**config.mk**
```make
export PLATFORM = sky130hd
export DESIGN_NAME = pci_tgt_term
export DESIGN_NICKNAME = d
export VERILOG_FILES = /design/src/rtl/pci_tgt_term_pkg.sv /design/src/rtl/term_resolve.sv /design/src/rtl/sat_counter.sv /design/src/rtl/pci_tgt_term.sv
export SDC_FILE = /design/constraint.sdc
export NUM_CORES = 1
export LEC_CHECK = 0
export BUFFER_PORTS_ARGS = -buffer_cell sky130_fd_sc_hd__buf_2
export CAP_MARGIN = 30
export CORE_MARGIN = 4
export CORE_UTILIZATION = 44
export DETAILED_ROUTE_END_ITERATION = 10
export GPL_TIMING_DRIVEN = 0
export PLACE_DENSITY = 0.72
export SLEW_MARGIN = 20
export SYNTH_ARGS = -nofsm -noshare
export SYNTH_HDL_FRONTEND = slang
export SYNTH_SLANG_ARGS = --single-unit
```
**constraint.sdc**
```tcl
create_clock -name clk -period 2.5 [get_ports clk]
set_clock_uncertainty 0.05 [all_clocks]
set_input_delay 0.125 -clock clk [delete_from_list [all_inputs] [get_ports clk]]
set_output_delay 0.125 -clock clk [all_outputs]
set_load 0.1 [all_outputs]
```
**src/rtl/pci_tgt_term_pkg.sv**
```systemverilog
package pci_tgt_term_pkg;

  // Termination kind as presented on kind_o
  typedef enum logic [1:0] {
    TK_NONE  = 2'd0,
    TK_DISC  = 2'd1,
    TK_RETRY = 2'd2,
    TK_ABORT = 2'd3
  } term_kind_e;

  // Target-side transaction phase
  typedef enum logic [1:0] {
    PH_IDLE  = 2'd0,
    PH_CLAIM = 2'd1,
    PH_HOLD  = 2'd2
  } phase_e;

endpackage

```
**src/rtl/term_resolve.sv**
```systemverilog
module term_resolve
  import pci_tgt_term_pkg::*;
(
  input  logic       req_disc_i,
  input  logic       req_retry_i,
  input  logic       req_abort_i,
  input  logic       moved_i,
  input  logic       ready_i,
  output term_kind_e kind_o
);

  logic any_soft;
  logic keep_data;

  assign any_soft  = req_disc_i | req_retry_i;
  // data already moved, or about to move with stop: must be a disconnect
  assign keep_data = moved_i | (req_disc_i & ready_i);

  always_comb begin
    if (req_abort_i)   kind_o = TK_ABORT;
    else if (any_soft) kind_o = keep_data ? TK_DISC : TK_RETRY;
    else               kind_o = TK_NONE;
  end

endmodule

```
**src/rtl/sat_counter.sv**
```systemverilog
module sat_counter #(
  parameter int W = 4
) (
  input  logic         clk,
  input  logic         rst,
  input  logic         clr_i,
  input  logic         inc_i,
  output logic [W-1:0] cnt_o
);

  localparam logic [W-1:0] CMAX = {W{1'b1}};

  logic [W-1:0] cnt_q;

  always_ff @(posedge clk) begin
    if (rst || clr_i)                cnt_q <= '0;
    else if (inc_i && cnt_q != CMAX) cnt_q <= cnt_q + 1'b1;
  end

  assign cnt_o = cnt_q;

endmodule

```
**src/rtl/pci_tgt_term.sv**
```systemverilog
module pci_tgt_term
  import pci_tgt_term_pkg::*;
#(
  parameter int CNT_W   = 4,
  parameter int STS_W   = 16,
  parameter int STA_BIT = 11
) (
  input  logic             clk,
  input  logic             rst,
  input  logic             frame_i,
  input  logic             irdy_i,
  input  logic             hit_i,
  input  logic             ready_i,
  input  logic             req_disc_i,
  input  logic             req_retry_i,
  input  logic             req_abort_i,
  output logic             stop_o,
  output logic             trdy_o,
  output logic             devsel_o,
  output logic [1:0]       kind_o,
  output logic [CNT_W-1:0] cnt_o,
  output logic [STS_W-1:0] sta_o
);

  phase_e     ph_q, ph_d;
  term_kind_e kind_q, kind_d, res_kind;
  logic       stop_q, stop_d;
  logic       trdy_q, trdy_d;
  logic       dev_q, dev_d;
  logic       moved_q, moved_d;
  logic       sta_q, sta_d;

  logic xfer, stop_xfer, moved_now;
  logic claim, release_norm, release_hold;

  assign xfer         = trdy_q & irdy_i;
  assign stop_xfer    = stop_q & xfer;
  assign moved_now    = moved_q | xfer;
  assign claim        = (ph_q == PH_IDLE) & frame_i & hit_i;
  assign release_norm = (ph_q == PH_CLAIM) & ~frame_i & irdy_i & trdy_q;
  assign release_hold = (ph_q == PH_HOLD) & ~frame_i & irdy_i;

  term_resolve u_res (
    .req_disc_i  (req_disc_i),
    .req_retry_i (req_retry_i),
    .req_abort_i (req_abort_i),
    .moved_i     (moved_now),
    .ready_i     (ready_i),
    .kind_o      (res_kind)
  );

  always_comb begin
    ph_d    = ph_q;
    kind_d  = kind_q;
    stop_d  = stop_q;
    trdy_d  = trdy_q;
    dev_d   = dev_q;
    moved_d = moved_q;
    sta_d   = sta_q;
    unique case (ph_q)
      PH_IDLE: begin
        if (claim) begin
          ph_d    = PH_CLAIM;
          dev_d   = 1'b1;
          trdy_d  = 1'b0;
          moved_d = 1'b0;
        end
      end
      PH_CLAIM: begin
        moved_d = moved_now;
        if (release_norm) begin
          ph_d   = PH_IDLE;
          dev_d  = 1'b0;
          trdy_d = 1'b0;
        end else if (res_kind != TK_NONE) begin
          ph_d   = PH_HOLD;
          stop_d = 1'b1;
          kind_d = res_kind;
          dev_d  = (res_kind != TK_ABORT);
          trdy_d = (res_kind == TK_DISC) & ready_i;
          if (res_kind == TK_ABORT) sta_d = 1'b1;
        end else begin
          trdy_d = ready_i;
        end
      end
      PH_HOLD: begin
        if (release_hold) begin
          ph_d   = PH_IDLE;
          stop_d = 1'b0;
          trdy_d = 1'b0;
          dev_d  = 1'b0;
          kind_d = TK_NONE;
        end else begin
          // once target-ready drops under stop it never returns
          trdy_d = trdy_q & ready_i;
        end
      end
      default: ph_d = PH_IDLE;
    endcase
  end

  always_ff @(posedge clk) begin
    if (rst) begin
      ph_q    <= PH_IDLE;
      kind_q  <= TK_NONE;
      stop_q  <= 1'b0;
      trdy_q  <= 1'b0;
      dev_q   <= 1'b0;
      moved_q <= 1'b0;
      sta_q   <= 1'b0;
    end else begin
      ph_q    <= ph_d;
      kind_q  <= kind_d;
      stop_q  <= stop_d;
      trdy_q  <= trdy_d;
      dev_q   <= dev_d;
      moved_q <= moved_d;
      sta_q   <= sta_d;
    end
  end

  sat_counter #(.W(CNT_W)) u_cnt (
    .clk   (clk),
    .rst   (rst),
    .clr_i (claim),
    .inc_i (stop_xfer),
    .cnt_o (cnt_o)
  );

  assign stop_o   = stop_q;
  assign trdy_o   = trdy_q;
  assign devsel_o = dev_q;
  assign kind_o   = kind_q;
  assign sta_o    = STS_W'(sta_q) << STA_BIT;

endmodule

```
==> impl_metrics.json <==
{
  "cp_slowest_cell": "dfxtp_1",
  "portBuffers": 18,
  "dieArea_mm2": 0.00294,
  "yosysWarnings": 0,
  "synth_xor_area_share_pct": 2.80,
  "drt_first_pass_iters": 6,
  "final_util_pct": 57.0,
  "crit_arrival_ns": 1.99,
  "finalSetupViolCount": 0,
  "synth_edf_count": 0,
  "cts_tree": "yes",
  "clock_path_buffers": 2,
  "power_uw": 660,
  "yosys.area.top_type": "dfxtp_1",
  "status": "completed",
  "num_rows": 16,
  "drtIter0Drc": 5,
  "multi_input_area_um2": 592,
  "period_share_pct": 74.7,
  "hp-class": "in -> reg",
  "drive_gt1_share_pct": 31.3,
  "rr_worst_depth": 6,
  "synthSimpleGateAreaFrac_pct": 23.1,
  "n_antenna_cell": 0,
  "ir_drop_uv": 422,
  "final.setup.tns_ns": 0,
  "coreArea_mm2": 0.00200,
  "clkTransAtPathRegs_ns": 0.09,
  "cts_setup_buffers": 0,
  "critPathBufInv": 1,
  "fp.dieW_um": 54.2,
  "synth_ff_type": "dfxtp_1",
  "period_minus_slack_ns": 1.87,
  "place.gp.congestion": 0.820,
  "remaining_drc_errors": 0,
  "yosysTopAreaCellShare_pct": 27.7,
  "seqCellArea_um2": 260,
  "area_delta_synth_final_pct": 21.6,
  "grt_use_total_pct": 14.0,
  "route.vias.total": 791,
  "cts_root_buf": "clkbuf_4",
  "synth_area_per_cell_um2": 8.69,
  "start_util_pct": 46.9,
  "cts.sinks": 13,
  "ys_top_cells_by_area": "dfxtp_1 28%, buf_4 13%, ha_1 6.7%",
  "insertion_delay_ns": 0.28,
  "io_pins": 34,
  "synth_adder_area_share_pct": 6.67,
  "end_kind": "flop",
  "layout.nets": 159,
  "fmax_mhz": 536,
  "routed_via_density": 4.63,
  "yosysSeqAreaShare_pct": 27.7,
  "drtAntennaViolNets": 0,
  "cp.depth": 6,
  "antenna_found_initial": 0,
  "max-cap-violations": 0,
  "synthMuxAreaShare_pct": 7.07,
  "cellPowerDensity_mw_per_mm2": 579,
  "cp_top_family": "simple AND/OR/NAND/NOR gates",
  "yosysUniqueCellTypes": 35,
  "p_leak_nw": 0.545,
  "crit_type": "reg -> reg",
  "ctsHtreeMaxLevel": 1,
  "hold_viol": 0,
  "overflow": 0,
  "path_cells": "inv_1 > ha_1 > nor4b_4 > or2_4 > a211oi_2 > mux2_4",
  "synth_compound_area_share_pct": 17.5,
  "worstSetupStartpointType": "flop",
  "syn_area_um2": 938,
  "fillCellCount": 203,
  "grt_start_max_net_pins": 11,
  "cts-hold-fix-buffers": 0,
  "die_h_um": 54.2,
  "rsz0062_at_grt": "false",
  "wl_mm": 1.87,
  "path_max_fanout": 7,
  "synth_top_family_by_area": "simple AND/OR/NAND/NOR gates",
  "grt_first_pass_wirelength_mm": 2.97,
  "dp_hpwl_mm": 1.57,
  "cp.required_ns": 2.63,
  "maxSlewViolCount": 0,
  "synthCells": 108,
  "routedWlPerCell_um": 10.9,
  "cts_resized": 0,
  "synthArstFlopShare_pct": 0,
  "cp_slowest_stage_delay_ns": 0.38,
  "cts_buffers": 3,
  "grt_pass1_vias": 691,
  "ys_ff_latch": 13,
  "worstHoldPathCells": 3
}
routing by layer:
| layer | track usage, % | up-vias | wire length (um) |
|---|---|---|---|
| li1 | - | 415 | - |
| met1 | 15.6 | 353 | 812 |
| met2 | 24.9 | 21 | 933 |
| met3 | 5.82 | 2 | 110 |
| met4 | 2.49 | 0 | 12 |
| met5 | 0 | - | 0 |
sequential cells by signal, summed over array words and instances, names as in the netlist:
signal,count
devsel_o,1
kind_o,2
moved_q,1
ph_q,2
sta_q,1
stop_o,1
trdy_o,1
u_cnt.cnt_o,4
layout by cell type (no fill, tap or decap), types with 2 or more instances in the layout:
cell type,n
clkbuf_1,2
inv_1,4
nor2b_1,2
a311oi_1,2
o21a_1,2
o21ai_0,3
nand2_1,6
mux2i_1,4
nor3_1,2
a31oi_1,2
nand3_1,4
buf_2,18
nor2_1,7
buf_4,16
nand2b_1,6
conb_1,15
clkbuf_4,3
a21oi_1,8
ha_1,5
dfxtp_1,13
a21boi_1,2
xnor2_1,3
Yosys cell counts, types with 3 or more instances:
cell	number
a21oi_1	8
buf_4	16
dfxtp_1	13
ha_1	5
inv_1	4
mux2i_1	4
nand2_1	6
nand2b_1	6
nand3_1	4
nor2_1	7
o21ai_0	3
xnor2_1	3
worst reg2reg max path, delay by kind of cell (launching register included):
family | cells | cell delay, ns
AND/OR/NAND/NOR | 2 | 0.42
AO/OA/AOI/OAI | 1 | 0.26
adder cells (fa/ha/maj) | 1 | 0.26
multiplexers | 1 | 0.32
buffers and inverters | 1 | 0.08
flip-flops | 1 | 0.38
stage by stage:
step	std cells	instance area, um^2	hold slack, ns	worst slack [ns]
6_report	171	1140	0.116	0.633
5_1_grt	171	1140	0.117	0.550
4_1_cts	171	1140	0.110	0.626
3_5_place_dp	167	1110	0.413	0.638
3_3_place_gp	167	1110	0.397	0.655
2_1_floorplan	122	991	0.213	0.485
report_power, final:
part | internal, mW | switching (mW)
combinational | 0.0704 | 0.228
clock | 0.0619 | 0.0727
sequential | 0.220 | 0.00761
total | 0.352 | 0.308
logic make-up (layout without fill, tap and decap cells):
| family | Yosys count | after routing |
|---|---|---|
| AND/OR/NAND/NOR | 35 | 35 |
| XOR/XNOR | 3 | 3 |
| adder cells (fa/ha/maj) | 5 | 5 |
| AO/OA/AOI/OAI | 24 | 24 |
| multiplexers | 6 | 6 |
| other | 1 | 15 |
| flip-flops | 13 | 13 |
| buffers and inverters | 21 | 43 |
final timing paths:
kind / startpoint / to / slack (ns)
max: ph_q[1]$_SDFFE_PP0P_ / devsel_o$_SDFFE_PP0P_ / 0.63
min: hit_i / moved_q$_SDFFE_PP0P_ / 0.12
max reg2reg: ph_q[1]$_SDFFE_PP0P_ / devsel_o$_SDFFE_PP0P_ / 0.63
min reg2reg: kind_o[1]$_SDFFE_PP0P_ / kind_o[1]$_SDFFE_PP0P_ / 0.43
cell type report:
cell class	instances	area share, %
flip-flops and latches	13	22.8
inverters	4	1.32
clock buffers	4	2.30
repair buffers	18	7.89
plain buffers	17	10.9
well taps	27	2.96
multi-input cells	88	51.9
(Power assumes the default switching activity.)
